## config.mk

```make
export PLATFORM = sky130hd
export DESIGN_NAME = eoc_readout_loop
export DESIGN_NICKNAME = d
export VERILOG_FILES = /design/src/rtl/eoc_pkg.sv /design/src/rtl/eoc_timebase.sv /design/src/rtl/eoc_word_former.sv /design/src/rtl/eoc_chain.sv /design/src/rtl/eoc_bit_serializer.sv /design/src/rtl/eoc_readout_loop.sv
export SDC_FILE = /design/constraint.sdc
export NUM_CORES = 2
export LEC_CHECK = 0
export BUFFER_PORTS_ARGS = -buffer_cell sky130_fd_sc_hd__buf_4
export CAP_MARGIN = 15
export CORE_AREA = 2 2 404 406
export DETAILED_ROUTE_END_ITERATION = 10
export DIE_AREA = 0 0 406 408
export GPL_TIMING_DRIVEN = 0
export PLACE_DENSITY = 0.65
export RECOVER_POWER = 50
export SETUP_SLACK_MARGIN = 0.5
export SLEW_MARGIN = 20
export SYNTH_ARGS = -nofsm -noshare
export SYNTH_HDL_FRONTEND = slang
export SYNTH_HIERARCHICAL = 1
export SYNTH_SLANG_ARGS = --single-unit
```

## constraint.sdc

```tcl
create_clock -name clk_fast -period 27.3 [get_ports clk_fast]
set_input_delay 5.46 -clock clk_fast [delete_from_list [all_inputs] [get_ports clk_fast]]
set_output_delay 5.46 -clock clk_fast [all_outputs]
set_load 0.02 [all_outputs]
```

## src/rtl/eoc_pkg.sv

```systemverilog
// Package: shared types and helpers for the column snapshot readout loop.
// Assumes an empty column is coded as an all-ones word of the configured width.
package eoc_pkg;

    typedef enum logic {
        LS_LOAD  = 1'b0,
        LS_SHIFT = 1'b1
    } loop_state_t;

    // Pick the word to store for one column: the hit word, or all ones for no hit.
    function automatic logic [15:0] pick_word16(input logic vld, input logic [15:0] w);
        return vld ? w : 16'hFFFF;
    endfunction

endpackage

```

## src/rtl/eoc_timebase.sv

```systemverilog
// Module: eoc_timebase
// Makes the loop schedule from the fast clock. The fast-cycle phase counter
// divides by DIV to form the core cycle. The core-cycle counter spans one
// load cycle plus the shift cycles. The bit counter tracks the bit within
// the word being sent.
// Assumes DIV >= 2 and NCOL*WORD_W is a multiple of DIV.
module eoc_timebase
    import eoc_pkg::*;
#(
    parameter int NCOL   = 60,
    parameter int WORD_W = 16,
    parameter int DIV    = 8
) (
    input  logic                      clk_fast,
    input  logic                      rst_n,
    output loop_state_t               state,
    output logic                      capture,
    output logic                      word_end,
    output logic                      first_bit,
    output logic [$clog2(WORD_W)-1:0] bit_idx
);
    localparam int SHIFT_CORE = (NCOL * WORD_W) / DIV;
    localparam int LOOP_CORE  = SHIFT_CORE + 1;
    localparam int PH_W       = $clog2(DIV);
    localparam int CC_W       = $clog2(LOOP_CORE);
    localparam int BC_W       = $clog2(WORD_W);

    logic [PH_W-1:0] ph;
    logic [CC_W-1:0] cc;
    logic [BC_W-1:0] bc;
    logic            core_end;
    logic            in_load;

    assign core_end = (ph == PH_W'(DIV - 1));
    assign in_load  = (cc == '0);

    // Fast-cycle phase within the core cycle.
    always_ff @(posedge clk_fast) begin
        if (!rst_n)        ph <= '0;
        else if (core_end) ph <= '0;
        else               ph <= ph + 1'b1;
    end

    // Core-cycle position within the loop; wraps back to the load cycle.
    always_ff @(posedge clk_fast) begin
        if (!rst_n) begin
            cc <= '0;
        end else if (core_end) begin
            if (cc == CC_W'(LOOP_CORE - 1)) cc <= '0;
            else                            cc <= cc + 1'b1;
        end
    end

    // Bit position within the current word; held at zero while loading.
    always_ff @(posedge clk_fast) begin
        if (!rst_n || in_load)              bc <= '0;
        else if (bc == BC_W'(WORD_W - 1))   bc <= '0;
        else                                bc <= bc + 1'b1;
    end

    // Schedule strobes decoded from the counters.
    always_comb begin
        state     = in_load ? LS_LOAD : LS_SHIFT;
        capture   = in_load && core_end;
        word_end  = !in_load && (bc == BC_W'(WORD_W - 1));
        first_bit = (cc == CC_W'(1)) && (ph == '0);
        bit_idx   = bc;
    end

endmodule

```

## src/rtl/eoc_word_former.sv

```systemverilog
// Module: eoc_word_former
// Builds each column's word as {address, time stamp}. A column with no hit
// gets all ones. Purely combinational.
// Assumes ADDR_W + TS_W = 16.
module eoc_word_former
    import eoc_pkg::*;
#(
    parameter int NCOL   = 60,
    parameter int ADDR_W = 8,
    parameter int TS_W   = 8
) (
    input  logic [NCOL*ADDR_W-1:0]        col_addr,
    input  logic [NCOL*TS_W-1:0]          col_ts,
    input  logic [NCOL-1:0]               col_valid,
    output logic [NCOL*(ADDR_W+TS_W)-1:0] words
);
    localparam int WORD_W = ADDR_W + TS_W;

    for (genvar i = 0; i < NCOL; i++) begin : g_col
        // Form one column's word with the empty-column substitution.
        always_comb begin
            words[i*WORD_W +: WORD_W] = pick_word16(col_valid[i],
                {col_addr[i*ADDR_W +: ADDR_W], col_ts[i*TS_W +: TS_W]});
        end
    end

endmodule

```

## src/rtl/eoc_chain.sv

```systemverilog
// Module: eoc_chain
// A chain of NCOL holding stages. All stages load in parallel on capture.
// On advance, each stage takes the value of the next one, toward stage 0.
// All ones enter at the far end.
// Assumes capture and advance are never high together.
module eoc_chain #(
    parameter int NCOL   = 60,
    parameter int WORD_W = 16
) (
    input  logic                     clk_fast,
    input  logic                     rst_n,
    input  logic                     capture,
    input  logic                     advance,
    input  logic [NCOL*WORD_W-1:0]   words,
    output logic [WORD_W-1:0]        head
);
    localparam logic [WORD_W-1:0] EMPTY = '1;

    logic [WORD_W-1:0] stg [NCOL];

    for (genvar i = 0; i < NCOL; i++) begin : g_stage
        if (i == NCOL - 1) begin : g_last
            // Far-end stage: refilled with the empty code on every advance.
            always_ff @(posedge clk_fast) begin
                if (!rst_n)       stg[i] <= EMPTY;
                else if (capture) stg[i] <= words[i*WORD_W +: WORD_W];
                else if (advance) stg[i] <= EMPTY;
            end
        end else begin : g_mid
            // Inner stage: parallel load or step from the next stage.
            always_ff @(posedge clk_fast) begin
                if (!rst_n)       stg[i] <= EMPTY;
                else if (capture) stg[i] <= words[i*WORD_W +: WORD_W];
                else if (advance) stg[i] <= stg[i+1];
            end
        end
    end

    assign head = stg[0];

endmodule

```

## src/rtl/eoc_bit_serializer.sv

```systemverilog
// Module: eoc_bit_serializer
// Picks the current bit of the head word, MSB first, while the loop is in
// its shift phase. Drives 0 during the load phase.
// Assumes bit_idx counts 0..WORD_W-1 within each word.
module eoc_bit_serializer
    import eoc_pkg::*;
#(
    parameter int WORD_W = 16
) (
    input  loop_state_t               state,
    input  logic [WORD_W-1:0]         head,
    input  logic [$clog2(WORD_W)-1:0] bit_idx,
    output logic                      ser_out
);
    localparam int BC_W = $clog2(WORD_W);

    logic [BC_W-1:0] sel;

    // MSB-first bit select, gated to the shift phase.
    always_comb begin
        sel     = BC_W'(WORD_W - 1) - bit_idx;
        ser_out = (state == LS_SHIFT) ? head[sel] : 1'b0;
    end

endmodule

```

## src/rtl/eoc_readout_loop.sv

```systemverilog
// Module: eoc_readout_loop (top)
// Trigger-less readout loop. It takes a snapshot of every column into a
// chain of holding stages in one core cycle. It then sends all stages
// bit-serially, one bit per fast clock, and starts again.
// Assumes the column inputs are stable around the edge that ends the load
// window.
module eoc_readout_loop
    import eoc_pkg::*;
#(
    parameter int NCOL   = 60,
    parameter int ADDR_W = 8,
    parameter int TS_W   = 8,
    parameter int DIV    = 8
) (
    input  logic                   clk_fast,
    input  logic                   rst_n,
    input  logic [NCOL*ADDR_W-1:0] col_addr,
    input  logic [NCOL*TS_W-1:0]   col_ts,
    input  logic [NCOL-1:0]        col_valid,
    output logic                   load_strobe,
    output logic                   frame_start,
    output logic                   ser_out
);
    localparam int WORD_W    = ADDR_W + TS_W;
    localparam int LOOP_FAST = DIV + NCOL * WORD_W;
    localparam int BC_W      = $clog2(WORD_W);

    loop_state_t              state;
    logic                     capture;
    logic                     word_end;
    logic                     first_bit;
    logic [BC_W-1:0]          bit_idx;
    logic [NCOL*WORD_W-1:0]   words;
    logic [WORD_W-1:0]        head;

    eoc_timebase #(.NCOL(NCOL), .WORD_W(WORD_W), .DIV(DIV)) tb_i (
        .clk_fast  (clk_fast),
        .rst_n     (rst_n),
        .state     (state),
        .capture   (capture),
        .word_end  (word_end),
        .first_bit (first_bit),
        .bit_idx   (bit_idx)
    );

    eoc_word_former #(.NCOL(NCOL), .ADDR_W(ADDR_W), .TS_W(TS_W)) wf_i (
        .col_addr  (col_addr),
        .col_ts    (col_ts),
        .col_valid (col_valid),
        .words     (words)
    );

    eoc_chain #(.NCOL(NCOL), .WORD_W(WORD_W)) ch_i (
        .clk_fast (clk_fast),
        .rst_n    (rst_n),
        .capture  (capture),
        .advance  (word_end),
        .words    (words),
        .head     (head)
    );

    eoc_bit_serializer #(.WORD_W(WORD_W)) ser_i (
        .state   (state),
        .head    (head),
        .bit_idx (bit_idx),
        .ser_out (ser_out)
    );

    // Column-facing strobe and frame marker, gated quiet while in reset.
    always_comb begin
        load_strobe = (state == LS_LOAD);
        frame_start = rst_n && first_bit;
    end

endmodule

```

==> flow_metrics.env <==
export IMPL_status="complete, but fails checks"
export IMPL_violations="max-capacitance violations, max-slew violations"
export IMPL_antenna_found_initial=65
export IMPL_yosysMostFrequentCell="edfxtp_1"
export IMPL_finalPower_mw=3.53
export IMPL_cts_tree="done"
export IMPL_pin_count=1025
export IMPL_ant_nets=0
export IMPL_htree_levels=3
export IMPL_synth_top_cell_area_share=0.533
export IMPL_maxCapViolCount=3
export IMPL_worstMarginPinSlew_ps=2910
export IMPL_rsz0062_at_grt="false"
export IMPL_dr_pass1_iters=6
export IMPL_layoutNonFillerInstCount=7870
export IMPL_grt_max_degree=58
export IMPL_grt_pass1_vias=41500
export IMPL_clockRootBuffer="clkbuf_16"
export IMPL_cp_max_fo=7
export IMPL_timing_hold_ws_ps=502
export IMPL_numCtsBuffers=108
export IMPL_synth_commonest_cells="edfxtp_1, nand3b_1, o31a_1, nand2b_1, or2b_1"
export IMPL_slew_viol_final=92
export IMPL_synth_simple_gate_area_frac=0.259
export IMPL_synth_largest_area_cell="edfxtp_1"
export IMPL_initial_core_util=0.335
export IMPL_synth_adder_area_share=0.00162
export IMPL_maxSlewHeadroom=-0.940
export IMPL_path_class="input port to output port"
export IMPL_rows=148
export IMPL_clock_skew_ps=25.1
export IMPL_cp_end_kind="output port"
export IMPL_finalHoldViolCount=0
export IMPL_critPathArrivalTime_ps=6110
export IMPL_wire_per_inst_um=26.0
export IMPL_fill_cells=15300
export IMPL_synth_distinct_cells=46
export IMPL_synth_top_family_by_area="simple AND/OR/NAND/NOR gates"
export IMPL_min_period_ps=11570
export IMPL_routed_wl_mm=204
export IMPL_muxShareOfSynthArea=0.00176
export IMPL_syn_inst=4421
export IMPL_synth_async_reset_ratio=0
export IMPL_synth_area_leaders="edfxtp_1, o31a_1, nand3b_1"
export IMPL_clk_latency_ps=730
export IMPL_start_kind="input port"
export IMPL_fin_util=0.425
export IMPL_grt_overflow_total=0
export IMPL_fp_dieW_um=406
export IMPL_drtIter0Drc=3653
export IMPL_cts_sinks=974
export IMPL_grt_usage=0.237
export IMPL_die_y_um=408
export IMPL_cts_max_path_buffers=3
export IMPL_final_area_mm2=0.0686
export IMPL_post_cts_setup_buffer_count=0
export IMPL_required_ps=21840
export IMPL_syn_avg_cell_area_um2=12.2
export IMPL_vdd_ir_drop_max_mv=0.0571
export IMPL_ys_seq_area_frac=0.538
export IMPL_cts_resized=0
export IMPL_drc=0
export IMPL_min_path_type="register to register"
export IMPL_layout_nets=6605
export IMPL_die_area_mm2=0.166
export IMPL_power_density_mw_per_mm2=51.4
export IMPL_synthesis_area_mm2=0.0541
export IMPL_synth_edf_count=960
export IMPL_areaGrowthSynthToFinish_pct=26.8
export IMPL_synthFlopType="edfxtp_1"
export IMPL_placed_cells=7641
export IMPL_finalCritPeriodShare=0.424
export IMPL_syn_nets=5450
export IMPL_setup_viol_count_final=0
export IMPL_pre_cts_slack_ps=15900
export IMPL_final_setup_worst_slack_ps=15730
export IMPL_num_vias=41800
export IMPL_hold_buffers=0
export IMPL_synth_compound_area_frac=0.154
export IMPL_post_dp_hpwl_mm=161
export IMPL_placed_area_mm2=0.0651
export IMPL_max_freq_ghz=0.0865
export IMPL_ys_seq_elements=974
export IMPL_core_mm2=0.162
export IMPL_vias_per_cell=5.31
export IMPL_place_congestion=0.916
export IMPL_layout_drive_gt1_share=0.246
export IMPL_grt_pass1_wl_mm=282
export IMPL_setup_tns_ps=0
export IMPL_synth_xor_area_share=0.000647
export IMPL_io_buffer_count=1024
export IMPL_leakagePower_nw=20.2
export IMPL_clkTransAtPathRegs_ps=60
export IMPL_yosysWarnings=6
-- cells in the final DEF (no fill, tap or decap), drive strengths merged, types with 3 or more instances in the layout --
master and instances:
or2b 481, nand3b 943, o31a 943, nand2 8, nand3 6, clkbuf 379
ha 7, clkinv 49, and2 3, o21ai 4, bufinv 15, clkinvlp 7
edfxtp 960, nor2 7, or3 3, buf 1290, o211ai 3, inv 17
or2 16, mux2i 5, nor3b 3, diode 26, dfxtp 14, nand2b 483
-- cells by family (layout without fill, tap and decap cells) --
group           count (synthesis)  count (layout)
mux                             7               7
other cells                     0              26
buf+inv                       509            1757
xor+xnor                        4               4
fa+ha+maj                       7               7
simple gates                 1963            1963
flops                         974             974
compound gates                957             957
-- path summary, 6_finish.rpt --
path                                                    to  slack [ps]  depth (start not counted)                    start
worst max-delay path                           frame_start       15730                          3                    rst_n
worst min-delay path                 tb_i/ph[0]$_SDFF_PP0_         500                          1    tb_i/ph[0]$_SDFF_PP0_
worst max register to register  ch_i/stg[0][315]$_DFFE_PP_       21180                         12  tb_i/cc[0]$_SDFFE_PN0P_
worst min register to register       tb_i/ph[0]$_SDFF_PP0_         500                          1    tb_i/ph[0]$_SDFF_PP0_
-- worst max-delay path: stages --
cell      delay [ps]
clkbuf_1         280
and2_1           190
buf_4            180
-- cell type report --
type	count	area (um2)	share of cell area
inverter	11	41.3	0.000602
tap	2175	2720	0.0396
buffer	498	2240	0.0326
multi-input combinational	2938	22600	0.330
sequential	974	29100	0.424
clock inverter	77	876	0.0128
clock buffer	126	2830	0.0413
timing repair buffer	1045	8130	0.118
antenna	26	65.1	0.000948
-- where the power goes --
part / leakage [nW] / internal (mW) / switching (mW)
sequential: 6.61 / 1.64 / 0.00135
clock: 1.81 / 0.891 / 0.652
combinational: 11.8 / 0.172 / 0.172
total: 20.2 / 2.70 / 0.826
-- state kept, by name, indices dropped and copies added (netlist names) --
signal and cells:
ch_i/stg 960, tb_i/cc 7, tb_i/bit_idx 4, tb_i/ph 3
-- routing by layer --
metal,global-route usage,up-vias,share of wire
met3,0.0540,338,0.081
met1,0.301,20500,0.41
met5,0,-,0.0014
met2,0.393,1753,0.48
li1,-,19200,-
met4,0.0857,44,0.036
Power figures use the tool's default switching activity.
